--- config.mk ---
export PLATFORM = sky130hd
export DESIGN_NAME = vpd_cap_ctrl
export DESIGN_NICKNAME = d
export VERILOG_FILES = /design/src/rtl/vpd_pkg.sv /design/src/rtl/vpd_store.sv /design/src/rtl/vpd_engine.sv /design/src/rtl/vpd_regs.sv /design/src/rtl/vpd_cap_ctrl.sv
export SDC_FILE = /design/constraint.sdc
export NUM_CORES = 2
export LEC_CHECK = 0
export BUFFER_PORTS_ARGS = -buffer_cell sky130_fd_sc_hd__buf_2
export CAP_MARGIN = 20
export CORE_MARGIN = 2
export CORE_UTILIZATION = 64
export CTS_CLUSTER_DIAMETER = 120
export CTS_CLUSTER_SIZE = 12
export DETAILED_ROUTE_END_ITERATION = 10
export PLACE_DENSITY = 0.8
export SYNTH_ARGS = -nofsm -noshare
export SYNTH_HDL_FRONTEND = slang
export SYNTH_SLANG_ARGS = --single-unit
export TNS_END_PERCENT = 1
--- constraint.sdc ---
create_clock -name clk -period 4.8 [get_ports clk]
set_input_delay 0.72 -clock clk [delete_from_list [all_inputs] [get_ports clk]]
set_output_delay 0.72 -clock clk [all_outputs]
set_load 0.03 [all_outputs]
--- src/rtl/vpd_pkg.sv ---
package vpd_pkg;
  localparam logic [7:0] VPD_CAP_ID = 8'h03;

  typedef struct packed {
    logic        flag;
    logic [14:0] addr;
  } vpd_af_t;

  function automatic logic [7:0] seed_byte(input int unsigned i);
    return 8'(i * 37 + 11);
  endfunction
endpackage

--- src/rtl/vpd_store.sv ---
module vpd_store #(
  parameter int STORE_BYTES = 256,
  parameter int BYTE_LAT    = 4,
  localparam int IDX_W = $clog2(STORE_BYTES),
  localparam int LAT_W = (BYTE_LAT > 1) ? $clog2(BYTE_LAT) : 1
) (
  input  logic             clk,
  input  logic             rst_n,
  input  logic             req,
  input  logic             we,
  input  logic [IDX_W-1:0] idx,
  input  logic [7:0]       wbyte,
  output logic             ack,
  output logic [7:0]       rbyte
);
  import vpd_pkg::*;

  logic [7:0]       mem [STORE_BYTES];
  logic [LAT_W-1:0] wait_q;

  assign ack   = req && (wait_q == LAT_W'(BYTE_LAT - 1));
  assign rbyte = mem[idx];

  always_ff @(posedge clk) begin
    if (!rst_n) begin
      wait_q <= '0;
      for (int i = 0; i < STORE_BYTES; i++) mem[i] <= seed_byte(i);
    end else begin
      if (!req || ack) wait_q <= '0;
      else             wait_q <= wait_q + 1'b1;
      if (ack && we) mem[idx] <= wbyte;
    end
  end
endmodule

--- src/rtl/vpd_engine.sv ---
module vpd_engine #(
  parameter int STORE_BYTES = 256,
  parameter int BYTE_LAT    = 4,
  localparam int IDX_W = $clog2(STORE_BYTES)
) (
  input  logic             clk,
  input  logic             rst_n,
  input  logic             start,
  input  logic             start_dir,
  input  logic [IDX_W-3:0] start_dw,
  input  logic             ack,
  input  logic [31:0]      data_q,
  input  logic [7:0]       rbyte,
  output logic             busy,
  output logic             req,
  output logic             we,
  output logic [IDX_W-1:0] idx,
  output logic [7:0]       wbyte,
  output logic             cap_en,
  output logic [1:0]       cap_lane,
  output logic [7:0]       cap_byte,
  output logic             done
);
  logic             busy_q, dir_q;
  logic [IDX_W-3:0] dw_q;
  logic [1:0]       lane_q;
  logic [31:0]      cyc_q;

  assign busy     = busy_q;
  assign req      = busy_q;
  assign we       = dir_q;
  assign idx      = {dw_q, lane_q};
  assign wbyte    = data_q[{lane_q, 3'b000} +: 8];
  assign cap_en   = ack && !dir_q;
  assign cap_lane = lane_q;
  assign cap_byte = rbyte;
  assign done     = ack && (lane_q == 2'd3);

  always_ff @(posedge clk) begin
    if (!rst_n) begin
      busy_q <= 1'b0;
      dir_q  <= 1'b0;
      dw_q   <= '0;
      lane_q <= '0;
    end else if (start) begin
      busy_q <= 1'b1;
      dir_q  <= start_dir;
      dw_q   <= start_dw;
      lane_q <= '0;
    end else if (ack) begin
      lane_q <= lane_q + 1'b1;
      if (lane_q == 2'd3) busy_q <= 1'b0;
    end
  end

  always_ff @(posedge clk) begin
    if (!rst_n)      cyc_q <= '0;
    else if (start)  cyc_q <= '0;
    else if (busy_q) cyc_q <= cyc_q + 1;
  end

  assert_latency_R5: assert property (@(posedge clk) disable iff (!rst_n)
    done |-> (cyc_q == 32'(4 * BYTE_LAT - 1)));
endmodule

--- src/rtl/vpd_regs.sv ---
module vpd_regs #(
  parameter int         STORE_BYTES = 256,
  parameter logic [7:0] NEXT_PTR    = 8'h00,
  localparam int IDX_W = $clog2(STORE_BYTES)
) (
  input  logic             clk,
  input  logic             rst_n,
  input  logic             cfg_wr,
  input  logic             cfg_sel,
  input  logic [3:0]       cfg_be,
  input  logic [31:0]      cfg_wdata,
  output logic [31:0]      cfg_rdata,
  input  logic             busy,
  input  logic             done,
  input  logic             cap_en,
  input  logic [1:0]       cap_lane,
  input  logic [7:0]       cap_byte,
  output logic             start,
  output logic             start_dir,
  output logic [IDX_W-3:0] start_dw,
  output logic [31:0]      data_q
);
  import vpd_pkg::*;

  vpd_af_t af_q;
  logic    hdr_wr, dat_wr;

  assign hdr_wr    = cfg_wr && !cfg_sel && (cfg_be[3:2] == 2'b11);
  assign dat_wr    = cfg_wr && cfg_sel && !busy;
  assign start     = hdr_wr && !busy;
  assign start_dir = cfg_wdata[31];
  assign start_dw  = cfg_wdata[16+IDX_W-1:18];
  assign cfg_rdata = cfg_sel ? data_q : {af_q, NEXT_PTR, VPD_CAP_ID};

  always_ff @(posedge clk) begin
    if (!rst_n)     af_q <= '0;
    else if (start) af_q <= cfg_wdata[31:16];
    else if (done)  af_q.flag <= ~af_q.flag;
  end

  always_ff @(posedge clk) begin
    if (!rst_n) begin
      data_q <= '0;
    end else if (cap_en) begin
      data_q[{cap_lane, 3'b000} +: 8] <= cap_byte;
    end else if (dat_wr) begin
      for (int b = 0; b < 4; b++)
        if (cfg_be[b]) data_q[8*b +: 8] <= cfg_wdata[8*b +: 8];
    end
  end

  assert_hold_busy_R6: assert property (@(posedge clk) disable iff (!rst_n)
    (busy && !done) |=> (af_q == $past(af_q)));

  assert_flag_flip_R3: assert property (@(posedge clk) disable iff (!rst_n)
    done |=> (af_q.flag != $past(af_q.flag)));

  assert_data_kept_R4: assert property (@(posedge clk) disable iff (!rst_n)
    (busy && af_q.flag) |=> $stable(data_q));
endmodule

--- src/rtl/vpd_cap_ctrl.sv ---
module vpd_cap_ctrl #(
  parameter int         STORE_BYTES = 256,
  parameter int         BYTE_LAT    = 4,
  parameter logic [7:0] NEXT_PTR    = 8'h00,
  localparam int IDX_W = $clog2(STORE_BYTES)
) (
  input  logic        clk,
  input  logic        rst_n,
  input  logic        cfg_wr,
  input  logic        cfg_sel,
  input  logic [3:0]  cfg_be,
  input  logic [31:0] cfg_wdata,
  output logic [31:0] cfg_rdata
);
  logic             start, start_dir, busy, req, we, ack, done, cap_en;
  logic [IDX_W-3:0] start_dw;
  logic [IDX_W-1:0] idx;
  logic [7:0]       wbyte, rbyte, cap_byte;
  logic [1:0]       cap_lane;
  logic [31:0]      data_q;

  vpd_regs #(.STORE_BYTES(STORE_BYTES), .NEXT_PTR(NEXT_PTR)) u_regs (
    .clk, .rst_n, .cfg_wr, .cfg_sel, .cfg_be, .cfg_wdata, .cfg_rdata,
    .busy, .done, .cap_en, .cap_lane, .cap_byte,
    .start, .start_dir, .start_dw, .data_q
  );

  vpd_engine #(.STORE_BYTES(STORE_BYTES), .BYTE_LAT(BYTE_LAT)) u_engine (
    .clk, .rst_n, .start, .start_dir, .start_dw, .ack, .data_q, .rbyte,
    .busy, .req, .we, .idx, .wbyte, .cap_en, .cap_lane, .cap_byte, .done
  );

  vpd_store #(.STORE_BYTES(STORE_BYTES), .BYTE_LAT(BYTE_LAT)) u_store (
    .clk, .rst_n, .req, .we, .idx, .wbyte, .ack, .rbyte
  );

  assert_accept_R2: assert property (@(posedge clk) disable iff (!rst_n)
    (cfg_wr && !cfg_sel && (cfg_be[3:2] == 2'b11) && !busy) |=> busy);
endmodule

==> qor.yml <==
outcome: "complete, but fails checks"
violations: "DRC"
synth_edf_count: 2048
slew_headroom_pct: 16.4
syn_area_per_cell_sq_um: 13.1
wl_met3_mm: 49.9
p_per_area_mw_per_mm2: 347
setup_violations: 0
min_to: "u_regs.af_q[10]$_SDFFE_PN0P_"
dieArea_sq_mm: 0.151
cts_buffer_depth: 3
pwr-share-clk_pct: 38.7
cts_sinks: 2102
drv_slew: 0
worstHoldPathCells: 3
rrSetupSlack_ns: 0.15
intPower_uw: 27900
finalCriticalPeriod_ns: 4.65
h-tree-depth: 4
first_pass_iters: 11
clock-root-buffer: "clkbuf_16"
cts_tree: "built"
dr_total_vias: 65909
tns_ns: 0
hold_class: "primary input to flip-flop"
numPortBuffers: 71
antenna_found_initial: 15
gp_congestion: 1.01
setup_slack_ns: 0.145
fmax_mhz: 215
grt_first_pass_wirelength_mm: 430
ys_ff_latch: 2102
layout.cells.non_filler: 9155
drc: 4
clk_pin_slew_ns: 0.07
die_w_microns: 388
worst_setup_path_end_kind: "flip-flop"
drive_above_1_share_pct: 14.9
start_util_pct: 64.6
dp_hpwl_mm: 195
hp-start: "cfg_wdata[26]"
crit_path_max_fanout: 49
hold_viol: 0
r2r_start: "u_engine.cap_lane[0]$_SDFFE_PP0P_"
multi_input_area_sq_mm: 0.0291
synth_cell_types: 78
routed-wl-met2_mm: 130
rr_endpoint: "u_regs.data_q[25]$_SDFFE_PN0P_"
power_switching_uw: 7670
highest-signal-layer: "met5"
cp_common_cell: "a21oi_1"
worstPathArrival_ns: 5.38
cpPeakStageDelay_ns: 0.97
ys_seq_area_share_pct: 66.3
p_comb_share_pct: 3.6
met1_length_mm: 93.8
syn-cell-area_sq_mm: 0.0943
grt_pass1_vias: 62494
synth_flop_cell: "edfxtp_1"
post_cts_resized: 0
die_h_microns: 388
totalWireLength_mm: 299
globalRoute.totalOverflow: 0
cts_setup_buffers: 0
reg2regPathDepth: 8
max-vdd-ir-drop_v: 0.000338
critical_path_class: "flip-flop to flip-flop"
syn-num-nets: 7252
grtUsageTotal_pct: 39.6
async_reset_ff_share_pct: 0
nets: 7227
path_cells: "buf_12 > mux4_2 > nand2_1 > a21oi_1 > nor4_1 > o211ai_1 > a221oi_1 > a21oi_1"
place_ws_ns: 0.522
pwr-share-seq_pct: 57.7
cts_hold_buf: 0
drv_cap: 0
finalCritPeriodShare_pct: 97.0
routedWlPerCell_microns: 32.6
finalPower_uw: 35500
finalClockSkew_ns: 0.0285
dr.first_iter.drc_count: 11490
antenna_left: 0
netlist_instances: 7204
syn2layout_area_growth_pct: 8.39
critical-path-slowest-cell: "nor4_1"
switching_share_pct: 21.6
worstMarginPinSlew_ns: 1.25
critPathRequiredTime_ns: 5.53
num_io_pins: 72
grt_start_max_net_pins: 141
detail_route.vias_per_cell: 7.20
core.rowCount: 140
yosysWarnings: 0
clkLatencyLatePin_ns: 0.85
fillCellCount: 9457
numCtsBuffers: 193
setup.worst_path.start_class: "flip-flop"
dp.cells: 8901
rsz0062_at_grt: "no"
p_leak_uw: 0.0287
regArea_sq_mm: 0.0626
core_sq_mm: 0.146
-- area by class of cell --
type / instances / area share, %
sequential: 2102 / 61.2
multi-input combinational: 4527 / 28.4
clock buffer: 222 / 4.85
timing repair buffer: 348 / 2.93
tap: 1917 / 2.35
clock inverter: 12 / 0.164
antenna: 20 / 0.0489
inverter: 7 / 0.0257
-- synth_stat cells (18+ instances only) --
library cell     n  area, sq um
a211oi_1        18          135
a21boi_0        18          135
a21oi_1         34          170
a221oi_1        36          315
a22o_1          20          175
a22oi_1        112          841
a31oi_1         24          150
and2_1          32          200
and3_1          38          238
buf_1           25         93.8
buf_2          261         1310
buf_4           25          188
buf_6           41          462
clkbuf_1       212          796
dfxtp_1         54         1080
edfxtp_1      2048        61500
mux2_2          58          653
mux2i_1        208         2080
mux4_2         398         8960
nand2_1       1674         6280
nand3_1        150          751
nand4_1         20          125
nor2_1        1326         4980
nor2b_1         30          188
nor3_1          30          150
o211ai_1        48          360
o21ai_0         55          275
-- through the flow --
stage	cell area [sq um]	hold WS (ns)	util [%]
4_1_cts	102000	0.0987	70.0
2_1_floorplan	94300	0.404	-
6_report	102000	0.130	70.0
3_3_place_gp	97100	0.415	66.5
3_5_place_dp	97100	0.427	66.5
5_1_grt	102000	0.159	70.0
-- routing by layer --
layer  vias to the layer above  GRT usage, %
li1                      26092             -
met1                     31915          51.2
met2                      6604          57.4
met3                      1286          13.4
met4                        12          26.5
met5                         -             0
-- worst max-delay path by stage --
stage | start | endpoint | slack [ns] | cells past startpoint
2_1_floorplan | u_engine.cap_lane[0]$_SDFFE_PP0P_ | u_store.mem[180][0]$_SDFFCE_PN1P_ | 1.15 | 15
3_3_place_gp | u_engine.cap_lane[0]$_SDFFE_PP0P_ | u_regs.data_q[25]$_SDFFE_PN0P_ | 0.54 | 9
3_5_place_dp | u_engine.cap_lane[0]$_SDFFE_PP0P_ | u_regs.data_q[4]$_SDFFE_PN0P_ | 0.52 | 9
4_1_cts | u_engine.cap_lane[0]$_SDFFE_PP0P_ | u_regs.data_q[25]$_SDFFE_PN0P_ | 0.46 | 8
5_1_grt | u_engine.cap_lane[0]$_SDFFE_PP0P_ | u_regs.data_q[4]$_SDFFE_PN0P_ | 0.25 | 9
6_report | u_engine.cap_lane[0]$_SDFFE_PP0P_ | u_regs.data_q[25]$_SDFFE_PN0P_ | 0.15 | 8
-- power by group through the flow --
| stage | clock network (uW) | registers, uW | logic [uW] |
|---|---|---|---|
| after floorplan | 0 | 20800 | 734 |
| after global placement | 0 | 20900 | 1180 |
| after detailed placement | 0 | 20900 | 1210 |
| after CTS | 13700 | 20500 | 1220 |
| after global routing | 14300 | 20500 | 1300 |
| final | 13800 | 20500 | 1260 |
-- critical path, delay by kind of cell (launching register included) --
kind                   cells  cell delay, ns
AOI/OAI and AO/OA          4            1.48
and+or+nand+nor            2            1.08
DFF                        1            0.93
muxes                      1            0.56
buffers and inverters      1            0.42
-- flip-flops by register name, indices dropped and copies added, names as in the netlist --
signal and flops:
u_store.mem 2048, u_regs.data_q 32, u_regs.af_q 16, u_engine.cap_lane 2, u_store.wait_q 2, u_engine.busy 1, u_engine.we 1
-- cell usage in the layout (no fill, tap or decap), types with 18 or more instances in the layout --
cell | netlist | layout
clkbuf_16 | 0 | 194
nor2b_1 | 30 | 27
buf_4 | 25 | 233
nand2_1 | 1674 | 1673
and3_1 | 38 | 38
diode_2 | 0 | 20
mux2i_1 | 208 | 208
nand4_1 | 20 | 20
mux2_2 | 58 | 58
nor2_1 | 1326 | 1310
clkbuf_1 | 212 | 28
dfxtp_1 | 54 | 47
buf_2 | 261 | 70
a31oi_1 | 24 | 24
edfxtp_1 | 2048 | 2048
buf_12 | 1 | 44
nand3_1 | 150 | 150
a21boi_0 | 18 | 18
a211oi_1 | 18 | 18
o21ai_0 | 55 | 55
o211ai_1 | 48 | 48
a221oi_1 | 36 | 36
a22o_1 | 20 | 20
mux4_2 | 398 | 398
a21oi_1 | 34 | 34
and2_1 | 32 | 31
nor3_1 | 30 | 27
a22oi_1 | 112 | 112
-- cell families after synthesis --
| group | after synthesis | share of synthesized area, % |
|---|---|---|
| and+or+nand+nor | 3384 | 14.4 |
| DFF | 2102 | 66.3 |
| muxes | 664 | 12.4 |
| buffers and inverters | 575 | 3.11 |
| AOI/OAI and AO/OA | 469 | 3.64 |
| adders and majority gates | 8 | 0.106 |
| xor gates and xnor gates | 2 | 0.0186 |
No activity file was read; power rests on OpenSTA's default activity.
